--- config.mk ---
export PLATFORM = sky130hd
export DESIGN_NAME = wdog_postscaled_timer
export DESIGN_NICKNAME = d
export VERILOG_FILES = /design/src/rtl/wdog_pkg.sv /design/src/rtl/wdog_base_ctr.sv /design/src/rtl/wdog_postscaler.sv /design/src/rtl/wdog_event.sv /design/src/rtl/wdog_postscaled_timer.sv
export SDC_FILE = /design/constraint.sdc
export NUM_CORES = 1
export LEC_CHECK = 0
export BUFFER_PORTS_ARGS = -buffer_cell sky130_fd_sc_hd__buf_2
export CORE_MARGIN = 3
export CORE_UTILIZATION = 60
export DETAILED_ROUTE_END_ITERATION = 7
export PLACE_DENSITY = 0.88
export SYNTH_ARGS = -nofsm -noshare
export SYNTH_HDL_FRONTEND = slang
export SYNTH_HIERARCHICAL = 1
export SYNTH_SLANG_ARGS = --single-unit
--- constraint.sdc ---
create_clock -name clk_i -period 5 [get_ports clk_i]
set_input_delay 0.25 -clock clk_i [delete_from_list [all_inputs] [get_ports clk_i]]
set_output_delay 0.25 -clock clk_i [all_outputs]
set_load 0.05 [all_outputs]
--- src/rtl/wdog_pkg.sv ---
package wdog_pkg;

  typedef enum logic [1:0] {
    WD_EV_NONE  = 2'd0,
    WD_EV_RESET = 2'd1,
    WD_EV_WAKE  = 2'd2
  } wd_evt_e;

endpackage

--- src/rtl/wdog_base_ctr.sv ---
module wdog_base_ctr #(
  parameter int unsigned BASE_TICKS = 20
) (
  input  logic clk_i,
  input  logic rst_ni,
  input  logic run_i,
  input  logic clear_i,
  input  logic tick_i,
  output logic wrap_o
);

  localparam int unsigned CW = (BASE_TICKS > 2) ? $clog2(BASE_TICKS) : 1;
  localparam logic [CW-1:0] LAST = CW'(BASE_TICKS - 1);

  logic [CW-1:0] cnt_q;

  assign wrap_o = run_i & tick_i & ~clear_i & (cnt_q == LAST);

  always_ff @(posedge clk_i or negedge rst_ni) begin
    if (!rst_ni) begin
      cnt_q <= '0;
    end else if (clear_i || !run_i) begin
      cnt_q <= '0;
    end else if (tick_i) begin
      cnt_q <= wrap_o ? '0 : cnt_q + CW'(1);
    end
  end

  // count never passes the last base value
  a_r1_cnt_range: assert property (@(posedge clk_i) disable iff (!rst_ni)
    cnt_q <= LAST);

  // without a tick the count holds
  a_r1_idle_hold: assert property (@(posedge clk_i) disable iff (!rst_ni)
    (run_i && !clear_i && !tick_i) |=> $stable(cnt_q));

  // disabled watchdog keeps the count at zero
  a_r8_held_zero: assert property (@(posedge clk_i) disable iff (!rst_ni)
    !run_i |=> (cnt_q == '0));

endmodule

--- src/rtl/wdog_postscaler.sv ---
module wdog_postscaler #(
  parameter int unsigned SEL_W = 3
) (
  input  logic             clk_i,
  input  logic             rst_ni,
  input  logic             run_i,
  input  logic             clear_i,
  input  logic             wrap_i,
  input  logic             assign_i,
  input  logic [SEL_W-1:0] sel_i,
  output logic             expire_o
);

  localparam int unsigned CODES = 1 << SEL_W;
  localparam int unsigned PW    = CODES - 1;

  logic [PW-1:0]    lim_tab [CODES];
  logic [PW-1:0]    lim;
  logic [PW-1:0]    cnt_q;
  logic [SEL_W-1:0] sel_q;
  logic             asg_q;
  logic             cfg_chg;

  for (genvar k = 0; k < CODES; k++) begin : g_lim
    assign lim_tab[k] = PW'((1 << k) - 1);
  end

  assign lim      = assign_i ? lim_tab[sel_i] : '0;
  assign cfg_chg  = (sel_i != sel_q) | (assign_i != asg_q);
  assign expire_o = wrap_i & ~cfg_chg & (cnt_q == lim);

  always_ff @(posedge clk_i or negedge rst_ni) begin
    if (!rst_ni) begin
      sel_q <= '0;
      asg_q <= 1'b0;
    end else begin
      sel_q <= sel_i;
      asg_q <= assign_i;
    end
  end

  always_ff @(posedge clk_i or negedge rst_ni) begin
    if (!rst_ni) begin
      cnt_q <= '0;
    end else if (clear_i || !run_i || cfg_chg) begin
      cnt_q <= '0;
    end else if (wrap_i) begin
      cnt_q <= expire_o ? '0 : cnt_q + PW'(1);
    end
  end

  // a new ratio code leaves no stale partial count
  a_r9_sel_clears: assert property (@(posedge clk_i) disable iff (!rst_ni)
    (run_i && !clear_i && (sel_i != $past(sel_i))) |=> (cnt_q == '0));

  // with a stable setting the count stays below the ratio
  a_r2_cnt_below: assert property (@(posedge clk_i) disable iff (!rst_ni)
    !cfg_chg |-> (cnt_q <= lim));

endmodule

--- src/rtl/wdog_event.sv ---
module wdog_event
  import wdog_pkg::*;
(
  input  logic clk_i,
  input  logic rst_ni,
  input  logic clear_i,
  input  logic expire_i,
  input  logic sleeping_i,
  output logic rst_req_o,
  output logic wake_req_o,
  output logic to_flag_o
);

  wd_evt_e evt_d;

  always_comb begin
    if (!expire_i)       evt_d = WD_EV_NONE;
    else if (sleeping_i) evt_d = WD_EV_WAKE;
    else                 evt_d = WD_EV_RESET;
  end

  always_ff @(posedge clk_i or negedge rst_ni) begin
    if (!rst_ni) begin
      rst_req_o  <= 1'b0;
      wake_req_o <= 1'b0;
      to_flag_o  <= 1'b1;
    end else begin
      rst_req_o  <= (evt_d == WD_EV_RESET);
      wake_req_o <= (evt_d == WD_EV_WAKE);
      if (clear_i)       to_flag_o <= 1'b1;
      else if (expire_i) to_flag_o <= 1'b0;
    end
  end

  // reset request lasts one clock
  a_r5_rst_pulse: assert property (@(posedge clk_i) disable iff (!rst_ni)
    rst_req_o |=> !rst_req_o);

  // wake request lasts one clock, never together with reset
  a_r6_wake_pulse: assert property (@(posedge clk_i) disable iff (!rst_ni)
    wake_req_o |=> !wake_req_o);
  a_r6_exclusive: assert property (@(posedge clk_i) disable iff (!rst_ni)
    !(rst_req_o && wake_req_o));

  // a request always comes with the flag low
  a_r7_flag_low: assert property (@(posedge clk_i) disable iff (!rst_ni)
    (rst_req_o || wake_req_o) |-> !to_flag_o);

  // restart raises the flag on the next clock
  a_r3_flag_set: assert property (@(posedge clk_i) disable iff (!rst_ni)
    clear_i |=> to_flag_o);

endmodule

--- src/rtl/wdog_postscaled_timer.sv ---
module wdog_postscaled_timer #(
  parameter int unsigned BASE_TICKS = 20,
  parameter int unsigned SEL_W      = 3
) (
  input  logic             clk_i,
  input  logic             rst_ni,
  input  logic             tick_i,
  input  logic             wd_enable_i,
  input  logic             kick_i,
  input  logic             sleep_cmd_i,
  input  logic             ps_to_wd_i,
  input  logic [SEL_W-1:0] ps_sel_i,
  input  logic             sleeping_i,
  output logic             rst_req_o,
  output logic             wake_req_o,
  output logic             to_flag_o
);

  logic restart;
  logic base_wrap;
  logic expire;

  assign restart = kick_i | sleep_cmd_i;

  wdog_base_ctr #(.BASE_TICKS(BASE_TICKS)) u_base (
    .clk_i   (clk_i),
    .rst_ni  (rst_ni),
    .run_i   (wd_enable_i),
    .clear_i (restart),
    .tick_i  (tick_i),
    .wrap_o  (base_wrap)
  );

  wdog_postscaler #(.SEL_W(SEL_W)) u_ps (
    .clk_i    (clk_i),
    .rst_ni   (rst_ni),
    .run_i    (wd_enable_i),
    .clear_i  (restart),
    .wrap_i   (base_wrap),
    .assign_i (ps_to_wd_i),
    .sel_i    (ps_sel_i),
    .expire_o (expire)
  );

  wdog_event u_evt (
    .clk_i      (clk_i),
    .rst_ni     (rst_ni),
    .clear_i    (restart),
    .expire_i   (expire),
    .sleeping_i (sleeping_i),
    .rst_req_o  (rst_req_o),
    .wake_req_o (wake_req_o),
    .to_flag_o  (to_flag_o)
  );

  // a disabled watchdog raises no request
  a_r8_silent: assert property (@(posedge clk_i) disable iff (!rst_ni)
    !wd_enable_i |=> !(rst_req_o || wake_req_o));

  // sleep command restarts like a kick
  a_r4_sleep_flag: assert property (@(posedge clk_i) disable iff (!rst_ni)
    sleep_cmd_i |=> (to_flag_o && !rst_req_o && !wake_req_o));

endmodule

# ---- Word-level counts from Yosys, hierarchy flattened
# Memories as Yosys holds them, arrays and structs flattened.
# Index checks and enable logic that the tools add are counted.
dict set report word_totals {
  regBits 19
  latch_bits 0
  ram_bits 0
  romBits 56
  input_bits 11
  output_inout_bits 3
  wordCells 46
  n_memories 1
}
dict set report classes {
  n_addsub 2
  mul 0
  div_mod_pow 0
  magnitude_cmp 1
  n_eq_ne 6
  shifts 0
  mux 13
  n_bitwise 10
  n_reduce_logical 6
}
# memory words word_bits rd rd_ports_with_merged_regs wr line
set mem_list {}
lappend mem_list {{(name not given)} 8 7 1 0 0 wdog_postscaler.sv:28} ;# assign lim = assign_i ? lim_tab[sel_i] : '0;
# op n
set ops {}
lappend ops {{$mux 7} 6}
lappend ops {{$mux 5} 3}
lappend ops {{$add 7x1->7 const B} 1}
lappend ops {{$eq 7x7->1} 1}
lappend ops {{$reduce_bool 2->1} 3}
lappend ops {{$add 5x1->5 const B} 1}
lappend ops {{$and 1x1->1} 5}
lappend ops {{$eq 5x5->1 const B} 1}
lappend ops {{$ge 4x4->1 const B} 1}
lappend ops {{$mux 2} 2}
lappend ops {{$not 3->4} 1}
lappend ops {{$ne 3x3->1} 1}
lappend ops {{$eq 2x1->1 const B} 1}
lappend ops {{$eq 2x2->1 const B} 1}
lappend ops {{$logic_or 1x1->1} 2}
lappend ops {{$mux 1} 2}
lappend ops {{$not 1->1} 2}
lappend ops {{$or 1x1->1} 2}
lappend ops {{$logic_not 1->1} 1}
lappend ops {{$ne 1x1->1} 1}

# ---- Logic depth before layout (Yosys ltp)
dict set report logic_depth {
  ltp_word 10
  mapped_depth 8
}

# ---- Modules after synthesis
# Netlist, hierarchy kept.
# module instances cells_each area_each_um2 seq_area_each_um2
set modules_own_cells {}
lappend modules_own_cells {wdog_postscaler 1 75 755.7 275.3}
lappend modules_own_cells {wdog_base_ctr 1 28 287.8 125.1}
lappend modules_own_cells {wdog_event 1 7 98.8 76.3}
lappend modules_own_cells {wdog_postscaled_timer 1 1 6.3 0.0}

# ---- Least setup slack after synthesis
# OpenSTA, ideal clock, no wires.
dict set report synth_timing {
  kind {register -> register}
  startpoint {reg u_base.cnt_q[0]}
  endpoint {reg u_ps.cnt_q[3]}
  setup_time_ns 0.126
  arrival_time_ns 1.905
  setup_slack_ns 2.969
  stages_incl_launch_ff 9
  n_path_buf 1
  cell_sequence {dfrtp_1 ha_1 nor4bb_2 and3_1 o2111a_1 a31oi_1 buf_6 and3_1 a221o_1}
}
dict set report synth_via {
  elab_chain_len 7
}
# item line
set synth_rtl {}
lappend synth_rtl {{start, declared} wdog_base_ctr.sv:15} ;# logic [CW-1:0] cnt_q;
lappend synth_rtl {{start signal, assigned} wdog_base_ctr.sv:25} ;# cnt_q <= wrap_o ? '0 : cnt_q + CW'(1);
lappend synth_rtl {{$eq 5x5->1 *} wdog_base_ctr.sv:17} ;# assign wrap_o = run_i & tick_i & ~clear_i & (cnt_q == LAST);
lappend synth_rtl {{$and 1x1->1 *} wdog_base_ctr.sv:17}
lappend synth_rtl {{net base_wrap} wdog_postscaled_timer.sv:20} ;# logic base_wrap;
lappend synth_rtl {{$and 1x1->1 (2 in series)} wdog_postscaler.sv:30} ;# assign expire_o = wrap_i & ~cfg_chg & (cnt_q == lim);
lappend synth_rtl {{$mux 7} wdog_postscaler.sv:48} ;# cnt_q <= expire_o ? '0 : cnt_q + PW'(1);
lappend synth_rtl {{$mux 7} wdog_postscaler.sv:47} ;# end else if (wrap_i) begin
lappend synth_rtl {{$mux 7} wdog_postscaler.sv:45} ;# end else if (clear_i || !run_i || cfg_chg) begin
lappend synth_rtl {{end signal, assigned} wdog_postscaler.sv:48}
lappend synth_rtl {{end, declared} wdog_postscaler.sv:19} ;# logic [PW-1:0] cnt_q;
# Mark *: on every way through the listed nets, which the timed path passes. The rest lies on a longest branch. The select of a mux whose other input is x is not followed.
# A chain may end at the register's enable or synchronous reset.

# ---- Worst setup path in the final report
dict set report layout_timing {
  startpoint {reg u_base.cnt_q[0]}
  endpoint {reg u_ps.cnt_q[5]}
}
# The elaborated chain is that of the path after synthesis.

==> flow_metrics.py <==
metrics = {
    "global_route": {
        "grt_pass1_vias": 891,
        "busiest_layer": "met2",
        "grt_pass1_wl_um": 3770,
        "grtUsageMet1": 0.242,
        "met2_usage": 0.328,
        "grt_max_degree": 20,
        "antenna_found_initial": 0,
        "track_usage": 0.195,
        "globalRouteMet3Util": 0.0453,
        "grt-ovfl-total": 0,
    },
    "floorplan": {
        "die_area_um2": 2480,
        "die_h_um": 49.8,
        "ios": 14,
        "start_util": 0.651,
        "rows": 15,
        "dieWidth_um": 49.8,
        "coreArea_um2": 1760,
    },
    "drt": {
        "viasPerCell": 5.84,
        "drc": 0,
        "dr.pass1.iters": 4,
        "wirelength_um": 2050,
        "route.vias.total": 865,
        "wl_per_cell_um": 13.8,
        "initialDrtViolationCount": 24,
        "postRouteAntennaNets": 0,
    },
    "final_layout": {
        "design_area_um2": 1230,
        "fin_util": 0.696,
        "antenna_cells": 0,
        "syn2layout_area_growth_pct": 6.86,
        "nNetsFinal": 137,
        "fill_cells": 155,
        "multi_input_comb_area_um2": 609,
        "drive_gt1_frac": 0.220,
        "regArea_um2": 477,
    },
    "synthesis": {
        "synth_top_area_share": 0.392,
        "synth.area.top_cells": "dfrtp_1, xor2_1, buf_6",
        "synth_compound_area_frac": 0.154,
        "synth_top_family_by_area": "simple AND/OR/NAND/NOR gates",
        "syn_area_per_cell_um2": 10.3,
        "synthMuxAreaShare": 0.0272,
        "synth_nets": 124,
        "yosysMostFrequentCell": "dfrtp_1",
        "synth-simple-area-share": 0.267,
        "synth_xor_area_frac": 0.0610,
        "synthFlopType": "dfrtp_1",
        "ys_ff_latch": 19,
        "ys_warn_count": 6,
        "synth_edf_count": 0,
        "netlist_area_um2": 1150,
        "seq_area_frac_synth": 0.415,
        "synthArstFlopShare": 1.00,
        "synthCells": 111,
        "synth.distinct_cells": 47,
        "synthAdderAreaFrac": 0.0218,
        "netlist_top_cells_count": "dfrtp_1, nand2_1, nor2_1, xor2_1",
        "synth_largest_area_cell": "dfrtp_1",
    },
    "worst_setup_path": {
        "reg2reg_from": "u_base/cnt_q[0]",
        "r2r-end": "u_ps/cnt_q[5]",
        "path_cells": "ha_1, nor4bb_2, and3_1, nand4b_1, a31oi_1, and3_1, a221o_1",
        "cp.arrival_ns": 2.72,
        "slowest_stage": "a31oi_1",
        "crit_type": "register to register",
        "cp-end-kind": "register",
        "r2r_cells": 7,
        "crit_start": "u_base/cnt_q[0]",
        "regToRegSetupSlack_ns": 2.53,
        "max_stage_delay_ns": 0.67,
        "critPathLaunchType": "register",
        "path_common_cell": "and3_1",
        "worstPathRequired_ns": 5.25,
        "path_max_fanout": 12,
    },
    "timing": {
        "whs_ns": 0.0899,
        "setup_viol": 0,
        "slew_headroom": 0.414,
        "tightestPinTransition_ns": 0.875,
        "drv_slew": 0,
        "fin_tns_setup_ns": 0,
        "period_share": 0.494,
        "hold_violations": 0,
        "rsz0062_at_grt": "false",
        "fin_crit_ns": 2.47,
        "max_freq_mhz": 405,
        "fin_skew_ns": 0.00342,
    },
    "min_path": {
        "min_path_cells": 2,
        "min_from": "sleeping_i",
        "hold_path_class": "primary input to register",
        "hold_end": "u_evt/rst_req_o",
    },
    "cts": {
        "cts_max_level": 1,
        "post_cts_resized": 0,
        "clockRootBuffer": "clkbuf_4",
        "clk_latency_ns": 0.30,
        "cts_setup_buffers": 0,
        "tritoncts": "done",
        "cts.sinks": 19,
        "clkTransAtPathRegs_ns": 0.11,
        "clockBufferDepth": 2,
        "numCtsBuffers": 3,
    },
    "power_and_ir_drop": {
        "leakage_nw": 0.553,
        "p_total_w": 0.000262,
        "switching_share": 0.252,
        "pwr_density_cell_nw_per_um2": 213,
        "netSwitchingPower_w": 0.0000659,
        "vdd_ir_drop_max_uv": 144,
        "internal_power_w": 0.000196,
        "power_frac_clock": 0.302,
        "p_seq_frac": 0.598,
        "pwr-share-comb": 0.100,
    },
    "place": {
        "gp_congestion": 0.824,
        "place_area_um2": 1190,
        "io_buffers": 13,
        "dpl.hpwl_um": 1550,
    },
    "status": {
        "outcome": "finished, final reports clean",
    },
    "run": {
        "max_cap_violations": 0,
    },
}
-- power by group through the flow --
stage / clock [W] / combinational [W] / sequential, W
after floorplan: 0 / 0.0000183 / 0.000159
after global placement: 0 / 0.0000249 / 0.000159
after detailed placement: 0 / 0.0000260 / 0.000159
after CTS: 0.0000805 / 0.0000267 / 0.000156
after global routing: 0.0000892 / 0.0000299 / 0.000157
final: 0.0000789 / 0.0000263 / 0.000156
-- routing by layer --
metal  wire length, um  part of all wire
met1               929              0.45
met2              1010              0.49
met3                68             0.033
met4                38             0.019
met5                 0                 0
-- placed cells by master (no fill, tap or decap), types with 2 or more instances in the layout --
cell type and instances:
buf_2 13, ha_1 2, inv_1 2, nor2b_1 3, a221o_1 3, nor4b_1 2
a21oi_1 2, nor3b_1 2, dfrtp_1 18, o21ai_0 3, and3_1 5, a21oi_2 2
or2_2 2, xor2_1 7, clkbuf_4 3, nand2_1 10, nor2_1 7, nand3_1 5
mux2i_1 2
-- worst max path at each step --
stage                               end  slack (ns)  cells after the start
after global routing      u_ps/cnt_q[3]        2.32                      7
after global placement    u_ps/cnt_q[5]        2.76                      7
after CTS                 u_ps/cnt_q[3]        2.57                      7
after floorplan           u_ps/cnt_q[3]        2.97                      8
after detailed placement  u_ps/cnt_q[3]        2.60                      7
final                     u_ps/cnt_q[5]        2.53                      7
-- kinds of logic after synthesis --
| family | count (synthesis) |
|---|---|
| and+or+nand+nor | 49 |
| DFF | 19 |
| buffers and inverters | 8 |
| xor gates and xnor gates | 8 |
| adders and majority gates | 2 |
| AOI/OAI and AO/OA | 22 |
| muxes | 3 |
-- registers in the layout, indices dropped and copies added, names as in the netlist --
| name | cells |
|---|---|
| u_base/cnt_q | 5 |
| u_evt/to_flag_o | 1 |
| u_ps/cnt_q | 7 |
| u_ps/asg_q | 1 |
| u_ps/sel_q | 3 |
| u_evt/rst_req_o | 1 |
| u_evt/wake_req_o | 1 |
-- final cells by class --
class,instances,area share
inverters,2,0.00612
multi-input cells,84,0.496
repair buffers,14,0.0612
clock inverters,1,0.00408
well taps,25,0.0255
clock buffers,3,0.0183
flip-flops and latches,19,0.388
-- what timing repair did --
item / in CTS / in global routing
hold buffers: 1 / 0
setup endpoints to repair: 0 / 0
endpoints found under the hold margin: 18 / 0
-- metrics by stage --
stage	worst slack (ns)	std cells
floorplan	2.97	111
global placement	2.76	143
detailed placement	2.60	143
CTS	2.57	148
global route	2.32	148
finish	2.53	148
-- worst max-delay path: cells and delay by family, from the launching register on --
family	cells	cell delay (ns)
AND/OR/NAND/NOR	4	1.05
AO/OA/AOI/OAI	2	0.77
flip-flops	1	0.40
adder cells (fa/ha/maj)	1	0.20
(Power assumes the default switching activity.)
